--- config.mk ---
export PLATFORM = sky130hd
export DESIGN_NAME = lcd_timing_strobe_gen
export DESIGN_NICKNAME = d
export VERILOG_FILES = /design/src/rtl/lcdt_pkg.sv /design/src/rtl/lcdt_tick_src.sv /design/src/rtl/lcdt_rate_cfg.sv /design/src/rtl/lcdt_prescaler.sv /design/src/rtl/lcdt_fine_div.sv /design/src/rtl/lcd_timing_strobe_gen.sv
export SDC_FILE = /design/constraint.sdc
export NUM_CORES = 1
export LEC_CHECK = 0
export ABC_AREA = 1
export BUFFER_PORTS_ARGS = -buffer_cell sky130_fd_sc_hd__buf_2
export CORE_UTILIZATION = 31
export CTS_CLUSTER_DIAMETER = 40
export DETAILED_ROUTE_END_ITERATION = 7
export PLACE_DENSITY = 0.46
export SYNTH_ARGS = -nofsm -noshare
export SYNTH_HDL_FRONTEND = slang
export SYNTH_SLANG_ARGS = --single-unit
--- constraint.sdc ---
create_clock -name clk -period 2.8 [get_ports clk]
set_clock_uncertainty 0.2 [all_clocks]
set_input_delay 0.56 -clock clk [delete_from_list [all_inputs] [get_ports clk]]
set_output_delay 0.56 -clock clk [all_outputs]
set_load 0.005 [all_outputs]
--- src/rtl/lcdt_pkg.sv ---
package lcdt_pkg;

  localparam int SEL_W    = 3;
  localparam int DIV_W    = 3;
  localparam int NUM_TAPS = 1 << SEL_W;

  // log2 of the coarse ratio for a tap code: 16, then 64..4096
  function automatic int tap_shift(input int code);
    return (code == 0) ? 4 : code + 5;
  endfunction

  typedef struct packed {
    logic [SEL_W-1:0] tap;
    logic [DIV_W-1:0] div;
  } rate_cfg_t;

endpackage

--- src/rtl/lcdt_tick_src.sv ---
module lcdt_tick_src #(
  parameter int SYNC_STAGES = 2
) (
  input  logic clk,
  input  logic rst_n,
  input  logic enable,
  input  logic src_sel,
  input  logic ext_osc,
  output logic src_act,
  output logic tick
);

  logic [SYNC_STAGES-1:0] sync_q;
  logic                   last_q;

  // synchronizer chain for the asynchronous oscillator
  always_ff @(posedge clk or negedge rst_n) begin
    if (!rst_n) sync_q[0] <= 1'b0;
    else        sync_q[0] <= ext_osc;
  end

  for (genvar s = 1; s < SYNC_STAGES; s++) begin : g_sync
    always_ff @(posedge clk or negedge rst_n) begin
      if (!rst_n) sync_q[s] <= 1'b0;
      else        sync_q[s] <= sync_q[s-1];
    end
  end

  always_ff @(posedge clk or negedge rst_n) begin
    if (!rst_n) last_q <= 1'b0;
    else        last_q <= sync_q[SYNC_STAGES-1];
  end

  // source choice captured only while the block is idle
  always_ff @(posedge clk or negedge rst_n) begin
    if (!rst_n)       src_act <= 1'b0;
    else if (!enable) src_act <= src_sel;
  end

  logic ext_rise;
  assign ext_rise = sync_q[SYNC_STAGES-1] & ~last_q;
  assign tick     = src_act ? ext_rise : 1'b1;

endmodule

--- src/rtl/lcdt_rate_cfg.sv ---
module lcdt_rate_cfg
  import lcdt_pkg::*;
(
  input  logic             clk,
  input  logic             rst_n,
  input  logic             enable,
  input  logic             fine_wrap,
  input  logic [SEL_W-1:0] ps_sel,
  input  logic [DIV_W-1:0] div_sel,
  output logic [SEL_W-1:0] ps_act,
  output logic [DIV_W-1:0] div_act
);

  rate_cfg_t cfg_q;

  // new rates are taken while idle or exactly at a period boundary
  always_ff @(posedge clk or negedge rst_n) begin
    if (!rst_n) begin
      cfg_q <= '0;
    end else if (!enable || fine_wrap) begin
      cfg_q.tap <= ps_sel;
      cfg_q.div <= div_sel;
    end
  end

  assign ps_act  = cfg_q.tap;
  assign div_act = cfg_q.div;

endmodule

--- src/rtl/lcdt_prescaler.sv ---
module lcdt_prescaler
  import lcdt_pkg::*;
#(
  parameter int PRE_W = 12
) (
  input  logic             clk,
  input  logic             rst_n,
  input  logic             enable,
  input  logic             tick,
  input  logic [SEL_W-1:0] ps_act,
  output logic [PRE_W-1:0] pre_cnt,
  output logic             tap_evt
);

  logic [PRE_W-1:0] mask_tab [NUM_TAPS];

  for (genvar g = 0; g < NUM_TAPS; g++) begin : g_mask
    assign mask_tab[g] = PRE_W'((64'd1 << tap_shift(g)) - 64'd1);
  end

  logic [PRE_W-1:0] mask;
  assign mask    = mask_tab[ps_act];
  assign tap_evt = enable && tick && ((pre_cnt & mask) == mask);

  always_ff @(posedge clk or negedge rst_n) begin
    if (!rst_n)       pre_cnt <= '0;
    else if (!enable) pre_cnt <= '0;
    else if (tap_evt) pre_cnt <= '0;
    else if (tick)    pre_cnt <= pre_cnt + PRE_W'(1);
  end

endmodule

--- src/rtl/lcdt_fine_div.sv ---
module lcdt_fine_div
  import lcdt_pkg::*;
(
  input  logic             clk,
  input  logic             rst_n,
  input  logic             enable,
  input  logic             tap_evt,
  input  logic [DIV_W-1:0] div_act,
  output logic             fine_wrap,
  output logic             strobe
);

  logic [DIV_W-1:0] dcnt;

  assign fine_wrap = tap_evt && (dcnt == div_act);

  always_ff @(posedge clk or negedge rst_n) begin
    if (!rst_n)         dcnt <= '0;
    else if (!enable)   dcnt <= '0;
    else if (fine_wrap) dcnt <= '0;
    else if (tap_evt)   dcnt <= dcnt + DIV_W'(1);
  end

  always_ff @(posedge clk or negedge rst_n) begin
    if (!rst_n) strobe <= 1'b0;
    else        strobe <= fine_wrap;
  end

endmodule

--- src/rtl/lcd_timing_strobe_gen.sv ---
module lcd_timing_strobe_gen
  import lcdt_pkg::*;
#(
  parameter int PRE_W       = 12,
  parameter int SYNC_STAGES = 2
) (
  input  logic             clk,
  input  logic             rst_n,
  input  logic             enable,
  input  logic             src_sel,
  input  logic             ext_osc,
  input  logic [SEL_W-1:0] ps_sel,
  input  logic [DIV_W-1:0] div_sel,
  output logic             strobe
);

  logic             tick;
  logic             src_act;
  logic [SEL_W-1:0] ps_act;
  logic [DIV_W-1:0] div_act;
  logic [PRE_W-1:0] pre_cnt;
  logic             tap_evt;
  logic             fine_wrap;

  lcdt_tick_src #(.SYNC_STAGES(SYNC_STAGES)) u_src (
    .clk     (clk),
    .rst_n   (rst_n),
    .enable  (enable),
    .src_sel (src_sel),
    .ext_osc (ext_osc),
    .src_act (src_act),
    .tick    (tick)
  );

  lcdt_rate_cfg u_cfg (
    .clk       (clk),
    .rst_n     (rst_n),
    .enable    (enable),
    .fine_wrap (fine_wrap),
    .ps_sel    (ps_sel),
    .div_sel   (div_sel),
    .ps_act    (ps_act),
    .div_act   (div_act)
  );

  lcdt_prescaler #(.PRE_W(PRE_W)) u_pre (
    .clk     (clk),
    .rst_n   (rst_n),
    .enable  (enable),
    .tick    (tick),
    .ps_act  (ps_act),
    .pre_cnt (pre_cnt),
    .tap_evt (tap_evt)
  );

  lcdt_fine_div u_div (
    .clk       (clk),
    .rst_n     (rst_n),
    .enable    (enable),
    .tap_evt   (tap_evt),
    .div_act   (div_act),
    .fine_wrap (fine_wrap),
    .strobe    (strobe)
  );

endmodule

==> results by group <==
STA
  • Tightest Pin Transition: 0.594 ns
  • Worst slew margin: 0.604
  • Final hold viol count: 0
  • Pins Over Slew Limit: 0
  • Max Fclk: 543 MHz
  • Final setup viols: 0
  • Final setup TNS: 0 ns
  • Fin crit period: 1.84 ns
  • Fin crit share: 0.658
  • RSZ-0062 raised after global routing: false

Clock tree
  • Post-CTS Resized: 0
  • Cts bufs inserted: 3
  • Root Driver: clkbuf_8
  • Clock Sinks: 26
  • Setup Fix Bufs, Post-CTS: 0
  • Clk_lat worst skew: 0.27 ns
  • Clock Tree Buf Depth: 2
  • CTS tree: built
  • Clock-pin slew on the worst setup and hold paths: 0.09 ns
  • Htree depth: 1
  • Hold buffers post-CTS: 0

Setup path
  • Critical path class: register to register
  • Critical Path Start Type: register
  • Crit path buf inv count: 2
  • Critical Path Sink Type: register
  • Largest delay contributor family on the critical path: simple AND/OR/NAND/NOR gates
  • Crit path DAT: 1.80 ns
  • CP required: 2.76 ns
  • Cells along the critical path: ha_1, nand3_2, clkinv_1, nand2_2, nor2_4, nand2_4, nor2_4, inv_2, nand3_1, nand2_1
  • Crit path top cell by count: nor2_4
  • CP max stage delay: 0.39 ns
  • CP Max Fanout: 10
  • Max stage delay cell, worst path: dfrtp_1

Power
  • Clock share of power: 0.285
  • Leakage: 0.761 nW
  • Sequential group share of total power: 0.589
  • Combinational share of power: 0.126
  • Switching power share of the total: 0.265
  • Pint: 0.535 mW
  • Switching power: 0.193 mW
  • Peak supply drop: 268 µV
  • Pwr Density: 481 mW/mm²

Worst hold path
  • Worst min-delay path class: primary input to asynchronous set/reset pin

Logic synthesis
  • Post-Synth Simple-Gate Area: 0.292
  • Synth top area share: 0.478
  • Cells after synthesis: 161
  • XOR/XNOR Fraction of Synth Area: 0.0450
  • Synth Area in Compound Gates: 0.100
  • Syn Area/Cell: 8.46 µm²
  • Largest family of logic cells by synthesized area: simple AND/OR/NAND/NOR gates
  • Top cell type by total area after synthesis: dfrtp_1
  • Synth Area in Adders: 0.0184
  • Mux share of post-synthesis cell area: 0
  • Synth warn: 0
  • Synthesized cell area: 0.00136 mm²
  • Area contributors post-synth: dfrtp_1 (48%), nand2_1 (12%), nand3_1 (7.0%)
  • #FFs+latches synth: 26
  • Net Count, Synth: 174
  • Yosys cell types: 26
  • Post-synthesis sequential area ratio: 0.478

Final layout
  • Final-layout fill cell count: 445
  • Layout cell share with drive strength beyond 1: 0.144
  • Most frequent cells in the layout: nand2_1 (44), dfrtp_1 (26), inv_1 (19), nand3_1 (19), o21ai_0 (12)
  • Syn-to-layout area delta: 11.1%
  • Layout Nets: 189
  • Core Util, Final: 0.368
  • Commonest non-fill, non-tap cell in the layout: nand2_1
  • N_diodes: 0

Die
  • Row count: 23
  • Boundary Pins: 12
  • Total die area: 0.00466 mm²
  • Initial Utilization: 0.331
  • Die Span Y: 68.3 µm
  • Die Width: 68.3 µm
  • Core Region: 0.00412 mm²

Drt
  • Post-Route WL: 2.77 mm
  • Remaining DRCs: 0
  • DRT Pass-1 Iters: 5
  • DR iter-0 viols: 38
  • Antenna viol nets, final: 0
  • Routed vias/inst: 4.76
  • Avg WL per Cell: 12.4 µm
  • Vias post-DR: 1066

Placement
  • Routability Congestion: 0.780
  • Number of port buffers: 11
  • Detailed Place HPWL: 2.01 mm

GRT
  • GRT met3 Usage: 0.0400
  • Antenna violations before repair: 0
  • First-pass GRT wire length: 4.60 mm
  • Via count of the first global-routing pass: 988
  • GRT overflow: 0
  • GRT busiest layer: met2
  • Total track usage: 0.137
  • Met1 Resource Use GR: 0.192
  • Grt met2 use: 0.210
  • Largest net degree at the start of global routing: 27

Outcome
  • Status: complete, no violations

Job
  • Max Cap Viol: 0
[power by group through the flow]
stage	Sequential [mW]	Combinational [mW]	Clock, mW
after detailed placement	0.437	0.0933	0
after floorplan	0.430	0.0667	0
after global routing	0.434	0.108	0.232
after global placement	0.436	0.0941	0
final	0.429	0.0918	0.208
after CTS	0.429	0.0941	0.219
[worst register-to-register path: cells and delay by family (launching register included)]
kind / cells / cell delay [ns]
buffers and inverters: 2 / 0.15
adders and majority gates: 1 / 0.21
and+or+nand+nor: 7 / 0.77
DFF: 1 / 0.39
[per-layer routing]
layer  vias to the layer above  part of all wire
met1                       496              0.50
met4                         0            0.0061
met5                         -                 0
met2                        14              0.47
li1                        554                 -
met3                         2             0.030
[area by class of cell]
| cell class | count | area [µm²] | area share |
|---|---|---|---|
| Tap cell | 50 | 62.6 | 0.0414 |
| Sequential cell | 26 | 651 | 0.430 |
| Timing Repair Buffer | 11 | 55.1 | 0.0364 |
| Inverter | 22 | 82.6 | 0.0546 |
| Multi-Input combinational cell | 112 | 621 | 0.410 |
| Clock buffer | 3 | 41.3 | 0.0273 |
[final timing paths]
path | start | endpoint | slack, ns | depth (start not counted)
max | u_pre.pre_cnt[0] | u_div.dcnt[1] | 0.96 | 10
min | rst_n | u_pre.pre_cnt[5] | 0.08 | 1
max reg2reg | u_pre.pre_cnt[0] | u_div.dcnt[1] | 0.96 | 10
min reg2reg | u_src.sync_q[0] | u_src.sync_q[1] | 0.15 | 0
max in group asynchronous | rst_n | u_pre.pre_cnt[11] | 1.92 | 1
min in group clk | u_src.sync_q[0] | u_src.sync_q[1] | 0.15 | 0
[flip-flops by register name, indices dropped and copies added (netlist names)]
register,cells
u_div.dcnt,3
u_div.strobe,1
u_src.src_act,1
u_src.last_q,1
u_pre.pre_cnt,12
u_cfg.ps_act,3
u_cfg.div_act,3
u_src.sync_q,2
[logic make-up after synthesis]
kind of cell,after synthesis
AOI/OAI and AO/OA,23
xor gates and xnor gates,7
adders and majority gates,2
buffers and inverters,23
DFF,26
and+or+nand+nor,80
[through the flow]
step,cells,power [mW],hold slack [ns],worst slack (ns),cell area (µm²)
detailed placement,221,0.530,0.137,0.790,1470
global route,224,0.774,0.141,0.808,1510
floorplan,161,0.497,0.0644,1.19,1360
CTS,224,0.742,0.113,0.963,1510
global placement,221,0.531,0.136,0.848,1470
finish,224,0.728,0.0833,0.959,1510
[cell usage after synthesis]
| library cell | count |
|---|---|
| inv_1 | 19 |
| o22ai_1 | 1 |
| o21ai_1 | 2 |
| o21ai_0 | 12 |
| a21boi_4 | 1 |
| buf_4 | 1 |
| ha_1 | 2 |
| nand2_2 | 1 |
| inv_2 | 2 |
| nor3_1 | 1 |
| dfrtp_1 | 26 |
| a21oi_1 | 5 |
| xor2_1 | 5 |
| a21oi_2 | 1 |
| nand3b_1 | 1 |
| nand3_2 | 1 |
| clkinv_1 | 1 |
| nand2_1 | 44 |
| nor2_4 | 2 |
| nand2_4 | 2 |
| xnor2_1 | 2 |
| o211ai_1 | 1 |
| nand4_4 | 1 |
| nor2_1 | 3 |
| nand3_1 | 19 |
| nand4_1 | 5 |
Power figures use the tool's default switching activity.
